[config.mk]
export PLATFORM = sky130hd
export DESIGN_NAME = eeprom_wprot_status
export DESIGN_NICKNAME = d
export VERILOG_FILES = /design/src/rtl/wprot_pkg.sv /design/src/rtl/wprot_range_chk.sv /design/src/rtl/wprot_gate.sv /design/src/rtl/wprot_busy_ctl.sv /design/src/rtl/wprot_regs.sv /design/src/rtl/eeprom_wprot_status.sv
export SDC_FILE = /design/constraint.sdc
export NUM_CORES = 1
export LEC_CHECK = 0
export ABC_AREA = 1
export ABC_CLOCK_PERIOD_IN_PS = 1350
export CAP_MARGIN = 20
export CORE_UTILIZATION = 24
export CTS_BUF_LIST = sky130_fd_sc_hd__clkbuf_8 sky130_fd_sc_hd__clkbuf_16
export CTS_CLUSTER_DIAMETER = 60
export DETAILED_ROUTE_END_ITERATION = 8
export PLACE_DENSITY_LB_ADDON = 0.25
export SYNTH_ARGS = -nofsm -noshare
export SYNTH_HDL_FRONTEND = slang
export SYNTH_HIERARCHICAL = 1
export SYNTH_SLANG_ARGS = --single-unit
[constraint.sdc]
create_clock -name clk -period 1.35 [get_ports clk]
set_input_delay 0.135 -clock clk [delete_from_list [all_inputs] [get_ports clk]]
set_output_delay 0.135 -clock clk [all_outputs]
set_load 0.02 [all_outputs]
[src/rtl/wprot_pkg.sv]
package wprot_pkg;

  typedef enum logic [1:0] {
    LVL_NONE    = 2'b00,
    LVL_QUARTER = 2'b01,
    LVL_HALF    = 2'b10,
    LVL_ALL     = 2'b11
  } prot_level_e;

  localparam logic [7:0] STAT_BUSY_VALUE = 8'hFF;

  // Bit positions inside the status byte.
  localparam int BIT_READY = 0;
  localparam int BIT_WEN   = 1;
  localparam int BIT_LVL_L = 2;
  localparam int BIT_LVL_H = 3;
  localparam int BIT_LOCK  = 7;

  function automatic logic [7:0] make_status(input logic lock_en,
                                             input prot_level_e lvl,
                                             input logic wen);
    logic [7:0] s;
    s = 8'h00;
    s[BIT_LOCK]              = lock_en;
    s[BIT_LVL_H:BIT_LVL_L]   = lvl;
    s[BIT_WEN]               = wen;
    return s;
  endfunction

endpackage

[src/rtl/wprot_range_chk.sv]
module wprot_range_chk
  import wprot_pkg::*;
#(
  parameter int ADDR_W = 14
) (
  input  prot_level_e       level,
  input  logic [ADDR_W-1:0] addr,
  output logic              hit
);

  // The two top address bits tell which quarter of the array is addressed.
  function automatic logic in_fence(input prot_level_e lv,
                                    input logic [1:0] quarter);
    case (lv)
      LVL_QUARTER: return quarter == 2'b11;
      LVL_HALF:    return quarter[1];
      LVL_ALL:     return 1'b1;
      default:     return 1'b0;
    endcase
  endfunction

  logic [1:0] quarter;
  assign quarter = addr[ADDR_W-1 -: 2];
  assign hit     = in_fence(level, quarter);

endmodule

[src/rtl/wprot_gate.sv]
module wprot_gate (
  input  logic clk,
  input  logic rst_n,
  input  logic busy,
  input  logic wen,
  input  logic lock_en,
  input  logic wp_n,
  input  logic range_hit,
  input  logic req_stat,
  input  logic req_arr,
  output logic hw_lock,
  output logic stat_grant,
  output logic stat_reject,
  output logic arr_grant,
  output logic arr_reject
);

  logic stat_live, arr_live;

  assign hw_lock   = lock_en & ~wp_n;
  assign stat_live = req_stat & ~busy;
  assign arr_live  = req_arr  & ~busy;

  assign stat_grant  = stat_live & wen & ~hw_lock;
  assign stat_reject = stat_live & ~(wen & ~hw_lock);
  assign arr_grant   = arr_live & wen & ~range_hit;
  assign arr_reject  = arr_live & ~(wen & ~range_hit);

  p_wen_gate_r4: assert property (@(posedge clk) disable iff (!rst_n)
    (stat_grant || arr_grant) |-> wen);
  p_range_guard_r6: assert property (@(posedge clk) disable iff (!rst_n)
    (req_arr && range_hit && !busy) |-> (arr_reject && !arr_grant));
  p_hw_lock_r8: assert property (@(posedge clk) disable iff (!rst_n)
    (req_stat && !wp_n && lock_en) |-> !stat_grant);
  p_quiet_busy_r3: assert property (@(posedge clk) disable iff (!rst_n)
    busy |-> !(stat_grant || stat_reject || arr_grant || arr_reject));

endmodule

[src/rtl/wprot_busy_ctl.sv]
module wprot_busy_ctl (
  input  logic clk,
  input  logic rst_n,
  input  logic start,
  input  logic cycle_done,
  output logic busy_q,
  output logic cycle_end
);

  assign cycle_end = busy_q & cycle_done;

  always_ff @(posedge clk or negedge rst_n) begin
    if (!rst_n)         busy_q <= 1'b0;
    else if (cycle_end) busy_q <= 1'b0;
    else if (start)     busy_q <= 1'b1;
  end

  p_rdy_hold_r10: assert property (@(posedge clk) disable iff (!rst_n)
    (busy_q && !cycle_done) |=> busy_q);
  p_rdy_clear_r10: assert property (@(posedge clk) disable iff (!rst_n)
    cycle_end |=> !busy_q);
  p_rdy_rise_r10: assert property (@(posedge clk) disable iff (!rst_n)
    $rose(busy_q) |-> $past(start));

endmodule

[src/rtl/wprot_regs.sv]
module wprot_regs
  import wprot_pkg::*;
(
  input  logic        clk,
  input  logic        rst_n,
  input  logic        busy,
  input  logic        wp_n,
  input  logic        set_wen,
  input  logic        clr_wen,
  input  logic        cycle_end,
  input  logic        load_stat,
  input  logic [7:0]  wdata,
  output logic        wen_q,
  output logic        lock_q,
  output prot_level_e level_q
);

  logic unused_wdata_bits;
  assign unused_wdata_bits = ^{wdata[6:4], wdata[BIT_WEN], wdata[BIT_READY]};

  always_ff @(posedge clk or negedge rst_n) begin
    if (!rst_n) begin
      wen_q <= 1'b0;
    end else if (cycle_end || (clr_wen && !busy)) begin
      wen_q <= 1'b0;
    end else if (set_wen && !busy) begin
      wen_q <= 1'b1;
    end
  end

  always_ff @(posedge clk or negedge rst_n) begin
    if (!rst_n) begin
      lock_q  <= 1'b0;
      level_q <= LVL_NONE;
    end else if (load_stat) begin
      lock_q  <= wdata[BIT_LOCK];
      level_q <= prot_level_e'(wdata[BIT_LVL_H:BIT_LVL_L]);
    end
  end

  p_lock_sticky_r9: assert property (@(posedge clk) disable iff (!rst_n)
    $fell(lock_q) |-> $past(wp_n));
  p_busy_freeze_r3: assert property (@(posedge clk) disable iff (!rst_n)
    (busy && !cycle_end) |=> ($stable(lock_q) && $stable(level_q) && $stable(wen_q)));
  p_end_clears_wen_r10: assert property (@(posedge clk) disable iff (!rst_n)
    cycle_end |=> !wen_q);

endmodule

[src/rtl/eeprom_wprot_status.sv]
module eeprom_wprot_status
  import wprot_pkg::*;
#(
  parameter int ARRAY_BYTES = 16384,
  localparam int ADDR_W     = $clog2(ARRAY_BYTES)
) (
  input  logic              clk,
  input  logic              rst_n,
  input  logic              cmd_wr_en,
  input  logic              cmd_wr_dis,
  input  logic              cmd_stat_wr,
  input  logic [7:0]        stat_wdata,
  input  logic              cmd_arr_wr,
  input  logic [ADDR_W-1:0] arr_addr,
  input  logic              wp_n,
  input  logic              cycle_done,
  output logic [7:0]        status_q,
  output logic              busy,
  output logic              stat_grant,
  output logic              stat_reject,
  output logic              arr_grant,
  output logic              arr_reject
);

  logic        wen_q, lock_q, range_hit, hw_lock, cycle_end, busy_q;
  prot_level_e level_q;

  wprot_range_chk #(.ADDR_W(ADDR_W)) u_range (
    .level (level_q),
    .addr  (arr_addr),
    .hit   (range_hit)
  );

  wprot_gate u_gate (
    .clk         (clk),
    .rst_n       (rst_n),
    .busy        (busy_q),
    .wen         (wen_q),
    .lock_en     (lock_q),
    .wp_n        (wp_n),
    .range_hit   (range_hit),
    .req_stat    (cmd_stat_wr),
    .req_arr     (cmd_arr_wr),
    .hw_lock     (hw_lock),
    .stat_grant  (stat_grant),
    .stat_reject (stat_reject),
    .arr_grant   (arr_grant),
    .arr_reject  (arr_reject)
  );

  wprot_busy_ctl u_busy (
    .clk        (clk),
    .rst_n      (rst_n),
    .start      (stat_grant | arr_grant),
    .cycle_done (cycle_done),
    .busy_q     (busy_q),
    .cycle_end  (cycle_end)
  );

  wprot_regs u_regs (
    .clk       (clk),
    .rst_n     (rst_n),
    .busy      (busy_q),
    .wp_n      (wp_n),
    .set_wen   (cmd_wr_en),
    .clr_wen   (cmd_wr_dis),
    .cycle_end (cycle_end),
    .load_stat (stat_grant),
    .wdata     (stat_wdata),
    .wen_q     (wen_q),
    .lock_q    (lock_q),
    .level_q   (level_q)
  );

  assign busy     = busy_q;
  assign status_q = busy_q ? STAT_BUSY_VALUE : make_status(lock_q, level_q, wen_q);

  p_busy_reads_ff_r3: assert property (@(posedge clk) disable iff (!rst_n)
    busy |-> (status_q == 8'hFF));
  p_spare_zero_r7: assert property (@(posedge clk) disable iff (!rst_n)
    !busy |-> (status_q[6:4] == 3'b000));
  p_lock_blocks_load_r8: assert property (@(posedge clk) disable iff (!rst_n)
    hw_lock |=> $stable(lock_q));
  p_one_verdict_r10: assert property (@(posedge clk) disable iff (!rst_n)
    !(stat_grant && stat_reject) && !(arr_grant && arr_reject));

endmodule

==> Yosys cells after proc, flatten, opt, wreduce, memory -nomap -nowiden <==
Cells that the tools add are included.
{ "word_totals": {"reg_bits": 5, "in_bits": 30} }
{ "classes": {"muxes": 6, "bitwise_logic": 19, "eq_ne": 4, "n_reduce_logical": 6} }
{ "ops": {"columns": ["cell", "count"], "rows": [
  ["bitwise AND 1 bit", 12],
  ["2-to-1 mux 8 bit", 1],
  ["equality test 2 bit, second input constant", 3],
  ["NOT 1 bit", 6],
  ["2-to-1 mux 1 bit", 4],
  ["nonzero test 2 bit", 2],
  ["case mux 1 bit (3 select lines)", 1],
  ["equality test 2 x 1 -> 1 bit, second input constant", 1],
  ["logical AND 1 bit", 2],
  ["logical NOT 1 bit", 1],
  ["logical OR 1 bit", 1],
  ["bitwise OR 1 bit", 1]
]} }

==> Depth between registers and ports, before layout <==
{ "depth": {"depth_word": 7, "ltp_mapped": 9, "depth_no_buf": 9} }

==> Cells and area by module <==
Netlist, hierarchy kept.
{ "modules_own_cells": {"columns": ["mod", "seq_area_each_um2", "cells_per_inst", "n_inst", "area_each_um2"], "rows": [
  ["wprot_regs", 100.1, 19, 1, 161.4],
  ["eeprom_wprot_status", 0.0, 16, 1, 75.1],
  ["wprot_gate", 0.0, 13, 1, 53.8],
  ["wprot_busy_ctl", 25.0, 5, 1, 42.5],
  ["wprot_range_chk", 0.0, 3, 1, 13.8]
]} }

==> Worst setup path after synthesis <==
No wires, ideal clock.
{ "synth_timing": {"path_kind": "reg2reg", "startpoint": "register u_busy.busy_q", "endpoint": "register u_busy.busy_q", "stages_incl_launch_ff": 8, "path_slack_ps": -193, "arrival_ps": 1474, "period_less_slack_ps": 1543, "path_cell_list": "dfrtp_1 -> inv_1 -> nand2_1 -> nor2_1 -> inv_1 -> nand2_1 -> nor2_1 -> nor2_2"} }
{ "synth_between": {"elab_chain_cells": 6, "word_cells_on_any_way": 11, "cone_classes": "mux (1); bitwise (9); reduce/logical (1)"} }
{ "synth_lines": {"columns": ["item", "line_no", "rtl"], "rows": [
  ["start, declared", "wprot_busy_ctl.sv:6", "output logic busy_q,"],
  ["start signal, assigned", "wprot_busy_ctl.sv:13", "if (!rst_n) busy_q <= 1'b0;"],
  ["start signal, assigned", "wprot_busy_ctl.sv:14", "else if (cycle_end) busy_q <= 1'b0;"],
  ["start signal, assigned", "wprot_busy_ctl.sv:15", "else if (start) busy_q <= 1'b1;"],
  ["NOT 1 bit", "wprot_gate.sv:21", "assign stat_live = req_stat & ~busy;"],
  ["bitwise AND 1 bit", "wprot_gate.sv:21", null],
  ["bitwise AND 1 bit (2 in series)", "wprot_gate.sv:24", "assign stat_grant = stat_live & wen & ~hw_lock;"],
  ["via stat_grant", "eeprom_wprot_status.sv:19", "output logic stat_grant,"],
  ["bitwise OR 1 bit", "eeprom_wprot_status.sv:54", ".start (stat_grant | arr_grant),"],
  ["nonzero test 2 bit (no source line)", null, null]
]} }
The timed path passes the listed nets, and every way through them passes these cells.
A chain may end at the register's enable or synchronous reset.

==> Worst setup path in the final report <==
{ "layout_timing": {"startpoint": "register u_regs.level_q[0]", "endpoint": "output port arr_grant"} }
{ "layout_between": {"elab_chain_cells": 4, "word_cells_on_any_way": 6, "cone_classes": "eq/ne (3); mux (1); bitwise (2)"} }
{ "layout_lines": {"columns": ["item", "line_no", "rtl"], "rows": [
  ["start, declared", "wprot_regs.sv:15", "output prot_level_e level_q"],
  ["start signal, assigned", "wprot_regs.sv:37", "level_q <= prot_level_e'(wdata[BIT_LVL_H:BIT_LVL_L]);"],
  ["equality test 2 bit / equality test 2 x 1 -> 1 bit (equally long branches)", "wprot_range_chk.sv:14", "case (lv)"],
  ["case mux 1 bit (3 select lines) *", "wprot_range_chk.sv:14", null],
  ["via range_hit", "eeprom_wprot_status.sv:25", "logic wen_q, lock_q, range_hit, hw_lock, cycle_end, busy_q;"],
  ["NOT 1 bit *", "wprot_gate.sv:26", "assign arr_grant = arr_live & wen & ~range_hit;"],
  ["bitwise AND 1 bit *", "wprot_gate.sv:26", null],
  ["end, declared", "eeprom_wprot_status.sv:21", "output logic arr_grant,"]
]} }
The timed path passes the listed nets; every way through them passes the cells marked *.

==> out/metrics.csv <==
metric,value,unit
start_util,0.260,
final_util,0.501,
max_freq,0.760,GHz
diodes,0,
use_met3,0.0341,
syn-cell-area,343,sq um
synthCells,55,
gr-usage-met2,0.193,
cts_root_buffer,clkbuf_8,
overflow,0,
total_power,1480,uW
fin_skew,0.00351,ns
worst_pin_slew,0.242,ns
path_max_fanout,3,
cpMostUsedCell,nand2_1,
post_drt_wl_per_cell,7.99,um
hold_buffers,0,
rows,13,
drt-pass1-iter-count,2,
power_density,2240,nW/um^2
cts_buffer_depth,2,
cts_buffers,3,
grt-busiest-layer,met2,
die_area,1580,sq um
cpLargestDelayFamily,flip-flops,
cap_violations,0,
grt_start_max_net_pins,10,
postRouteAntennaNets,0,
fin_crit,1.32,ns
crit_path_cell_trace,o21ai_1 > nand2_1 > inv_1 > nand2_1 > nor2_2 > buf_6,
path_class,flip-flop to primary output,
rsz0062_at_grt,yes,
chipHeight,39.8,um
regArea,125,sq um
core,1320,sq um
nFillCells,142,
grt_pass1_vias,359,
multi_input_area,138,sq um
drt-total-wl,807,um
path_buf_inv,2,
clk_latency,0.22,ns
cellLeakagePower,0.000363,uW
placed_cells,97,
grt_use_total,0.128,
fin_setup_tns,0,ns
ctsHtreeMaxLevel,1,
nets,117,
drtIter0Drc,2,
hpwlAfterDp,669,um
p_switching,666,uW
grt_pass1_wl,1330,um
p_sw_frac,0.449,
critPathMaxStageDelay,0.38,ns
worstPathRequired,1.22,ns
final_layout_size_suffix_gt1_frac,0.221,
place.gp.congestion,0.688,
p_clk_frac,0.183,
post-route-period-util,0.975,
finalNonFillerCells,101,
cts_sinks,5,
drcViolationCount,0,
synth.avg_cell_area,6.23,sq um
yosys_warnings,6,
syn_nets,85,
p_seq_frac,0.192,
gr-usage-met1,0.168,
antenna_found_initial,0,
setup_viol,0,
num_vias,389,
crit_path_end_kind,primary output,
comb_power_share,0.625,
worst_ep_arrival_time,1.18,ns
slowest_stage,dfrtp_1,
post_drt_via_cell_ratio,3.85,
peakVddDrop,914,uV
status,finished clean,
holdCritPathClass,input port to asynchronous set/reset pin,
p_int,817,uW
maxSlewHeadroom,0.838,
cts.clk_slew.worst_paths,0.04,ns
die_w,39.8,um
cts_tree,yes,
ioPinCount,43,
area_delta_synth_final,92.7,%
maxSlewViolCount,0,
postCtsSetupRepairBufs,0,
portBuffers,25,
finalHoldViolCount,0,
hold_ws,0.144,ns
critPathLaunchType,flip-flop,
[per-layer routing]
layer	share of wire	wire (um)	up-vias
met5	0	0	-
met4	0.0087	7	0
met3	0.055	44	2
met2	0.43	350	13
met1	0.50	404	159
li1	-	-	215
[what timing repair did]
action	CTS	global route
pin swaps	0	1
hold endpoints to repair	0	0
endpoints found under the setup margin	13	7
resized for setup	22	7
gates cloned	0	0
[path summary, 6_finish.rpt]
check | to | slack (ns) | depth (start not counted) | startpoint
max | arr_grant | 0.03 | 6 | u_regs/level_q[0]$_DFFE_PN0P_
max reg2reg | u_busy/busy_q$_DFFE_PN0P_ | 0.16 | 10 | u_regs/level_q[0]$_DFFE_PN0P_
min reg2reg | u_regs/wen_q$_DFFE_PN0P_ | 0.62 | 2 | u_regs/wen_q$_DFFE_PN0P_
min | u_regs/wen_q$_DFFE_PN0P_ | 0.14 | 1 | rst_n
max in group asynchronous | u_regs/lock_q$_DFFE_PN0P_ | 1.01 | 1 | rst_n
min in group clk | u_regs/lock_q$_DFFE_PN0P_ | 0.47 | 3 | stat_wdata[7]
[worst register-to-register path, delay by kind of cell (launching register included)]
family	cells	cell delay [ns]
flip-flops	1	0.38
AND/OR/NAND/NOR	6	0.38
buffers and inverters	3	0.22
AO/OA/AOI/OAI	1	0.14
[flip-flops by register name, summed over array words and instances, names as in the netlist]
name,flops
u_regs/wen_q,1
u_regs/lock_q,1
u_regs/level_q,2
u_busy/busy_q,1
[area by class of cell]
type | count | share of cell area
Clock buffer | 3 | 0.0625
Clock inverter | 1 | 0.00568
Inverter | 16 | 0.0909
Multi-Input combinational cell | 30 | 0.208
Sequential cell | 5 | 0.189
Tap cell | 15 | 0.0284
Timing Repair Buffer | 31 | 0.415
[metrics by stage]
step | worst slack [ns] | area [sq um]
final | 0.0340 | 661
after detailed placement | -0.382 | 637
after CTS | 0.00522 | 671
after global routing | -0.0842 | 661
after floorplan | 0.0657 | 353
after global placement | -0.337 | 637
[layout by cell type, fill, tap and decap left out]
cell / n
nand2_1: 16
inv_1: 15
clkdlybuf4s50_1: 12
dlygate4sd2_1: 6
buf_4: 6
dfrtp_1: 5
clkbuf_8: 3
clkdlybuf4s15_1: 3
a21oi_1: 3
o21ai_0: 3
inv_2: 2
buf_2: 2
nor2_1: 2
nor2_2: 2
buf_6: 1
clkbuf_2: 1
nand2_2: 1
nor2_4: 1
o21ai_1: 1
nand3_1: 1
[power groups by stage]
stage | registers (uW) | logic (uW) | clock network [uW]
2_1_floorplan | 322 | 566 | 0
3_3_place_gp | 284 | 1050 | 0
3_5_place_dp | 286 | 1060 | 0
4_1_cts | 284 | 945 | 273
5_1_grt | 295 | 1030 | 286
6_report | 285 | 926 | 271
Note: power is estimated with default switching activity, not from simulation.
